--- src/rtl/trap_arb_pkg.sv ---
package trap_arb_pkg;
  localparam int TT_W  = 8;
  localparam int LVL_W = 4;
  localparam int SLOT_W = 3;
  localparam logic [TT_W-1:0]   IRQ_TT_BASE = 8'h10;
  localparam logic [LVL_W-1:0]  NMI_LVL     = 4'hF;
  localparam logic [SLOT_W-1:0] PC_SLOT     = 3'd1;
  localparam logic [SLOT_W-1:0] NPC_SLOT    = 3'd2;
endpackage

--- src/rtl/trap_sync_prio.sv ---
module trap_sync_prio
  import trap_arb_pkg::*;
#(
  parameter int NSYNC = 8,
  localparam int IW = $clog2(NSYNC)
) (
  input  logic [NSYNC-1:0] req,
  output logic             any,
  output logic [TT_W-1:0]  tt
);
  logic [IW-1:0] idx;

  // scan from the least urgent line down so the lowest index is left last
  always_comb begin
    idx = '0;
    for (int i = NSYNC - 1; i >= 0; i--) begin
      if (req[i]) idx = i[IW-1:0];
    end
  end

  assign any = |req;
  assign tt  = TT_W'(idx) + TT_W'(1);
endmodule

--- src/rtl/trap_irq_gate.sv ---
module trap_irq_gate
  import trap_arb_pkg::*;
(
  input  logic [LVL_W-1:0] level,
  input  logic [LVL_W-1:0] cur_pil,
  input  logic             enabled,
  output logic             accept,
  output logic [TT_W-1:0]  tt
);
  logic pending, unmasked;

  assign pending  = (level != '0);
  assign unmasked = (level == NMI_LVL) || (level > cur_pil);
  assign accept   = enabled && pending && unmasked;
  assign tt       = IRQ_TT_BASE + TT_W'(level);
endmodule

--- src/rtl/trap_pc_saver.sv ---
module trap_pc_saver
  import trap_arb_pkg::*;
#(
  parameter int AW   = 32,
  parameter int CWPW = 3
) (
  input  logic              clk,
  input  logic              rst,
  input  logic              halt,
  input  logic              start,
  input  logic [CWPW-1:0]   win_in,
  input  logic [AW-1:0]     pc,
  input  logic [AW-1:0]     npc,
  output logic              we,
  output logic [CWPW-1:0]   win,
  output logic [SLOT_W-1:0] slot,
  output logic [AW-1:0]     data
);
  logic          second;
  logic [AW-1:0] npc_hold;

  always_ff @(posedge clk) begin
    if (rst) begin
      we       <= 1'b0;
      second   <= 1'b0;
      win      <= '0;
      slot     <= '0;
      data     <= '0;
      npc_hold <= '0;
    end else if (halt) begin
      we     <= 1'b0;
      second <= 1'b0;
    end else if (start) begin
      we       <= 1'b1;
      win      <= win_in;
      slot     <= PC_SLOT;
      data     <= pc;
      npc_hold <= npc;
      second   <= 1'b1;
    end else if (second) begin
      we     <= 1'b1;
      slot   <= NPC_SLOT;
      data   <= npc_hold;
      second <= 1'b0;
    end else begin
      we <= 1'b0;
    end
  end
endmodule

--- src/rtl/trap_arbiter.sv ---
module trap_arbiter
  import trap_arb_pkg::*;
#(
  parameter int NSYNC = 8,
  parameter int NWIN  = 8,
  parameter int AW    = 32,
  localparam int CWPW = $clog2(NWIN),
  localparam int TBAW = AW - 12
) (
  input  logic              clk,
  input  logic              rst,
  input  logic [NSYNC-1:0]  sync_req,
  input  logic [LVL_W-1:0]  irq_level,
  input  logic [AW-1:0]     pc_in,
  input  logic [AW-1:0]     npc_in,
  input  logic              ctl_wr,
  input  logic              ctl_et,
  input  logic [LVL_W-1:0]  ctl_pil,
  input  logic [CWPW-1:0]   ctl_cwp,
  input  logic [TBAW-1:0]   ctl_tba,
  output logic              trap_taken,
  output logic [TT_W-1:0]   trap_type,
  output logic              redir_valid,
  output logic [AW-1:0]     redir_addr,
  output logic              et,
  output logic [LVL_W-1:0]  pil,
  output logic [CWPW-1:0]   cwp,
  output logic              err_mode,
  output logic              rf_we,
  output logic [CWPW-1:0]   rf_win,
  output logic [SLOT_W-1:0] rf_reg,
  output logic [AW-1:0]     rf_data
);
  localparam logic [CWPW-1:0] WTOP = CWPW'(NWIN - 1);

  logic [TBAW-1:0] tba;
  logic            sync_any, irq_ok, take, fault;
  logic [TT_W-1:0] sync_tt, irq_tt, win_tt;
  logic [CWPW-1:0] cwp_dn;

  trap_sync_prio #(.NSYNC(NSYNC)) u_prio (
    .req (sync_req),
    .any (sync_any),
    .tt  (sync_tt)
  );

  trap_irq_gate u_gate (
    .level   (irq_level),
    .cur_pil (pil),
    .enabled (et),
    .accept  (irq_ok),
    .tt      (irq_tt)
  );

  assign take   = et && (sync_any || irq_ok);
  assign fault  = sync_any && !et;
  assign win_tt = sync_any ? sync_tt : irq_tt;
  assign cwp_dn = (cwp == '0) ? WTOP : cwp - 1'b1;

  always_ff @(posedge clk) begin
    if (rst) begin
      et          <= 1'b0;
      pil         <= '0;
      cwp         <= '0;
      tba         <= '0;
      err_mode    <= 1'b0;
      trap_taken  <= 1'b0;
      trap_type   <= '0;
      redir_valid <= 1'b1;
      redir_addr  <= '0;
    end else if (err_mode) begin
      trap_taken  <= 1'b0;
      redir_valid <= 1'b0;
    end else begin
      trap_taken  <= take;
      redir_valid <= take;
      if (take) begin
        trap_type  <= win_tt;
        redir_addr <= {tba, win_tt, 4'b0000};
        et         <= 1'b0;
        cwp        <= cwp_dn;
      end else if (fault) begin
        err_mode <= 1'b1;
      end else if (ctl_wr) begin
        et  <= ctl_et;
        pil <= ctl_pil;
        cwp <= ctl_cwp;
        tba <= ctl_tba;
      end
    end
  end

  trap_pc_saver #(.AW(AW), .CWPW(CWPW)) u_saver (
    .clk    (clk),
    .rst    (rst),
    .halt   (err_mode),
    .start  (take && !err_mode),
    .win_in (cwp_dn),
    .pc     (pc_in),
    .npc    (npc_in),
    .we     (rf_we),
    .win    (rf_win),
    .slot   (rf_reg),
    .data   (rf_data)
  );


  et_clear_chk: assert property (@(posedge clk) disable iff (rst)
    trap_taken |-> !et);


  cwp_step_chk: assert property (@(posedge clk) disable iff (rst)
    trap_taken |-> cwp == (($past(cwp) == '0) ? WTOP : $past(cwp) - 1'b1));


  irq_enable_chk: assert property (@(posedge clk) disable iff (rst)
    (trap_taken && trap_type >= IRQ_TT_BASE) |-> $past(et));


  irq_level_chk: assert property (@(posedge clk) disable iff (rst)
    (trap_taken && trap_type > IRQ_TT_BASE && trap_type < 8'h1F)
      |-> trap_type[3:0] > $past(pil));


  vec_form_chk: assert property (@(posedge clk) disable iff (rst)
    trap_taken |-> redir_valid && redir_addr[11:4] == trap_type
                   && redir_addr[3:0] == 4'b0000);


  save_first_chk: assert property (@(posedge clk) disable iff (rst)
    trap_taken |-> rf_we && rf_reg == PC_SLOT && rf_win == cwp);


  save_second_chk: assert property (@(posedge clk) disable iff (rst)
    trap_taken |=> rf_we && rf_reg == NPC_SLOT && $stable(rf_win));


  err_hold_chk: assert property (@(posedge clk) disable iff (rst)
    err_mode |=> err_mode && !trap_taken && !redir_valid && !rf_we);
endmodule

--- config.mk ---
export PLATFORM = sky130hd
export DESIGN_NAME = trap_arbiter
export DESIGN_NICKNAME = d
export VERILOG_FILES = /design/src/rtl/trap_arb_pkg.sv /design/src/rtl/trap_sync_prio.sv /design/src/rtl/trap_irq_gate.sv /design/src/rtl/trap_pc_saver.sv /design/src/rtl/trap_arbiter.sv
export SDC_FILE = /design/constraint.sdc
export NUM_CORES = 1
export LEC_CHECK = 0
export ABC_AREA = 1
export CAP_MARGIN = 25
export CORE_MARGIN = 5
export CORE_UTILIZATION = 45
export CTS_CLUSTER_DIAMETER = 40
export DETAILED_ROUTE_END_ITERATION = 6
export GPL_TIMING_DRIVEN = 0
export PLACE_DENSITY = 0.84
export REMOVE_ABC_BUFFERS = 1
export SYNTH_ARGS = -nofsm -noshare
export SYNTH_HDL_FRONTEND = slang
export SYNTH_SLANG_ARGS = --single-unit
--- constraint.sdc ---
create_clock -name clk -period 2.4 [get_ports clk]
set_input_delay 0.36 -clock clk [delete_from_list [all_inputs] [get_ports clk]]
set_output_delay 0.36 -clock clk [all_outputs]
set_load 0.05 [all_outputs]
==> flow_metrics.tcl <==
set metrics [dict create \
    status "finished, final reports clean" \
    cts_inserted_buffers 17 \
    rsz0062_at_grt "false" \
    synthDominantAreaCellType "sky130_fd_sc_hd__dfxtp_1" \
    antenna_found_initial 1 \
    power.switching_mw 1.09 \
    gr-usage-all-layers 0.240 \
    dominantRegCellSynth "sky130_fd_sc_hd__dfxtp_1" \
    cp-start-kind "input pin" \
    yosys.area.top_type_share 0.466 \
    first_iter_violations 588 \
    pwr-share-seq 0.407 \
    cts_num_sinks 127 \
    final-hold-violation-count 0 \
    max-slew-margin-rel 0.379 \
    start_util 0.456 \
    power.share.switching 0.210 \
    count_of_pins_over_their_slew_limit 0 \
    synth-edff-count 0 \
    post-route-cell-area_mm2 0.00820 \
    grt.overflow.total 0 \
    io_port_bufs 185 \
    leakagePower_nw 3.60 \
    final_layout_size_suffix_gt1_frac 0.0809 \
    fmax_ghz 0.442 \
    path_max_fanout 24 \
    post_synth_inst_count 750 \
    filler_cell_count 949 \
    power_frac_comb 0.064 \
    synth.distinct_cells 29 \
    critPathArrivalTime_ns 2.61 \
    boundary_pin_count 197 \
    cts.htree.levels 4 \
    reg2regPathDepth 17 \
    syn-cell-area_mm2 0.00545 \
    final_net_count 1041 \
    die_area_mm2 0.0144 \
    synth_common_cells "245 x sky130_fd_sc_hd__nand2_1, 131 x sky130_fd_sc_hd__nor2_1, 127 x sky130_fd_sc_hd__dfxtp_1, 35 x sky130_fd_sc_hd__o21ai_0, 34 x sky130_fd_sc_hd__nand4_1" \
    ys_seq_elements 127 \
    syn_area_per_cell_um2 7.27 \
    cts_tree "built" \
    first_global_vias 5312 \
    worstSkewPairLatency_ns 0.42 \
    post_dp_cell_area_mm2 0.00724 \
    power.share.clock 0.529 \
    num_antenna_cells 0 \
    clk_transition_reported_paths_ns 0.06 \
    power_density_mw_per_mm2 632 \
    routed_wire_length_per_instance_um 16.8 \
    end_kind "flop" \
    vias_per_cell 5.13 \
    critical_path_required_ns 2.75 \
    timing.final.ws_setup_ns 0.140 \
    peakVddDrop_v 0.000480 \
    p_int_mw 4.10 \
    pin_count_of_the_biggest_net_entering_global_routing 62 \
    remaining_drc_errors 0 \
    number_of_placement_rows 40 \
    routabilityCongestion 0.781 \
    dieHeight_um 120 \
    hold-path-cell-count 2 \
    worstSetupPathType "in2reg" \
    timing.max_cap.violations 0 \
    clock-root-buffer "sky130_fd_sc_hd__clkbuf_16" \
    final.period_utilization 0.942 \
    place_hpwl_um 10100 \
    ant_nets 0 \
    vias_after_detailed_routing 5578 \
    syn2layout_area_growth_pct 50.4 \
    netlist_top_cells_area "sky130_fd_sc_hd__dfxtp_1 47%, sky130_fd_sc_hd__nand2_1 17%, sky130_fd_sc_hd__nor2_1 9.0%" \
    pre_cts_ws_ns -2.13 \
    clock_skew_ns 0.00767 \
    hold_path_class "reg2reg" \
    detail_route.first_pass.iterations 5 \
    synth_sequential_area_ratio 0.466 \
    grt_pass1_wl_um 27300 \
    x_dimension_of_the_die_um 120 \
    floorplan.core_area_mm2 0.0120 \
    report.final.setup_viol 0 \
    timing.final.crit_period_ns 2.26 \
    cts.path.max_buffers 2 \
    totalWireLength_um 18200 \
    worst-slew-pin-transition_ns 0.931 \
    yosys.cell_count.top_type "sky130_fd_sc_hd__nand2_1" \
    asyncSetResetFlopFracSynth 0 \
    number_of_synthesis_warnings 0 \
]
-- sequential cells by signal, indices dropped and copies added, names as in the netlist, 2 cells and up --
register	flops
tba	20
pil	4
u_saver.data	32
u_saver.slot	2
u_saver.npc_hold	32
u_saver.win	3
cwp	3
trap_type	4
redir_addr	21
-- worst max-delay path, stage by stage --
cell                              delay (ns)
sky130_fd_sc_hd__clkdlybuf4s50_1        0.48
sky130_fd_sc_hd__ha_1                   0.33
sky130_fd_sc_hd__nand2_1                0.05
sky130_fd_sc_hd__nand2_1                0.05
sky130_fd_sc_hd__nand2_1                0.04
sky130_fd_sc_hd__nand2_1                0.05
sky130_fd_sc_hd__nand2_1                0.04
sky130_fd_sc_hd__nand2_1                0.09
sky130_fd_sc_hd__nand2_4                0.08
sky130_fd_sc_hd__nand2_8                0.12
sky130_fd_sc_hd__nand3_4                0.14
sky130_fd_sc_hd__buf_4                  0.19
sky130_fd_sc_hd__nor2_4                 0.10
sky130_fd_sc_hd__buf_12                 0.14
sky130_fd_sc_hd__buf_16                 0.16
sky130_fd_sc_hd__inv_1                  0.05
sky130_fd_sc_hd__o21ai_1                0.12
-- metrics by stage --
stage | power, mW | hold slack (ns) | TNS (ns) | std cells | util
final | 5.19 | 0.442 | 0 | 1087 | 0.686
after global routing | 5.34 | 0.464 | 0 | 1087 | 0.686
after CTS | 5.22 | 0.445 | 0 | 1077 | 0.674
after detailed placement | 2.48 | 0.432 | -224.43 | 1032 | 0.606
after global placement | 2.47 | 0.427 | -438.77 | 1029 | 0.598
after floorplan | 2.26 | 0.421 | -181.06 | 697 | -
-- repair_timing --
item / in CTS / in global routing
gates resized for setup: 14 / 2
setup buffers: 7 / 7
cloned: 6 / 3
pin swaps: 4 / 3
endpoints found under the setup margin: 127 / 118
hold buffers: 0 / 0
-- placed cells by master, fill, tap and decap left out, types with 2 or more instances in the layout --
cell type                         count
sky130_fd_sc_hd__nand4_1             34
sky130_fd_sc_hd__clkinv_4             4
sky130_fd_sc_hd__dfxtp_1            126
sky130_fd_sc_hd__nand2_2              3
sky130_fd_sc_hd__nand3_2              3
sky130_fd_sc_hd__clkinv_2             3
sky130_fd_sc_hd__nand3_1              5
sky130_fd_sc_hd__conb_1              11
sky130_fd_sc_hd__buf_16               4
sky130_fd_sc_hd__inv_1               19
sky130_fd_sc_hd__nor2_1             130
sky130_fd_sc_hd__buf_4               10
sky130_fd_sc_hd__clkbuf_8             3
sky130_fd_sc_hd__o21ai_0             35
sky130_fd_sc_hd__ha_1                 7
sky130_fd_sc_hd__nor2_4               3
sky130_fd_sc_hd__nand2_4              3
sky130_fd_sc_hd__clkinvlp_4           4
sky130_fd_sc_hd__clkbuf_1             2
sky130_fd_sc_hd__buf_12               3
sky130_fd_sc_hd__nand2_1            243
sky130_fd_sc_hd__a21oi_1             27
sky130_fd_sc_hd__bufinv_16            4
sky130_fd_sc_hd__clkbuf_16           18
sky130_fd_sc_hd__nand3_4              3
sky130_fd_sc_hd__o21ai_1              4
sky130_fd_sc_hd__clkdlybuf4s50_1    183
sky130_fd_sc_hd__nand3b_1            33
-- final cells by class --
type                    count  area [um2]  area share
flip-flops and latches    127        2550       0.310
well taps                 147         184      0.0224
repair buffers            203        2120       0.258
inverters                  26         119      0.0145
multi-input cells         551        2600       0.317
clock inverters            10         159      0.0194
clock buffers              22         474      0.0578
repair inverters            1        7.51    0.000915
-- logic make-up after synthesis --
family	synth area share
mux	0.00206
buf+inv	0.0876
simple gates	0.362
fa+ha+maj	0.0161
other cells	0.000688
flops	0.466
compound gates	0.0658
-- metal layers --
metal,track usage,share of wire,vias to the layer above
met1,0.293,0.41,2546
met3,0.0999,0.11,23
met4,0.0666,0.011,2
met5,0,0.00038,-
li1,-,-,2752
met2,0.389,0.47,255
-- power by group through the flow --
stage / logic (mW) / registers [mW] / clock network [mW]
finish: 0.330 / 2.11 / 2.75
global route: 0.350 / 2.11 / 2.88
CTS: 0.327 / 2.11 / 2.78
detailed placement: 0.319 / 2.16 / 0
global placement: 0.314 / 2.16 / 0
floorplan: 0.0896 / 2.17 / 0
-- final timing paths --
path              slack [ns]                         from                     endpoint
setup / recovery        0.14                 irq_level[1]  u_saver.win[2]$_SDFFE_PP0P_
hold / removal          0.44  redir_addr[16]$_SDFFE_PP0P_  redir_addr[16]$_SDFFE_PP0P_
setup reg to reg        0.18          pil[3]$_SDFFE_PP0P_  u_saver.win[2]$_SDFFE_PP0P_
hold reg to reg         0.44  redir_addr[16]$_SDFFE_PP0P_  redir_addr[16]$_SDFFE_PP0P_
Power figures use the tool's default switching activity.
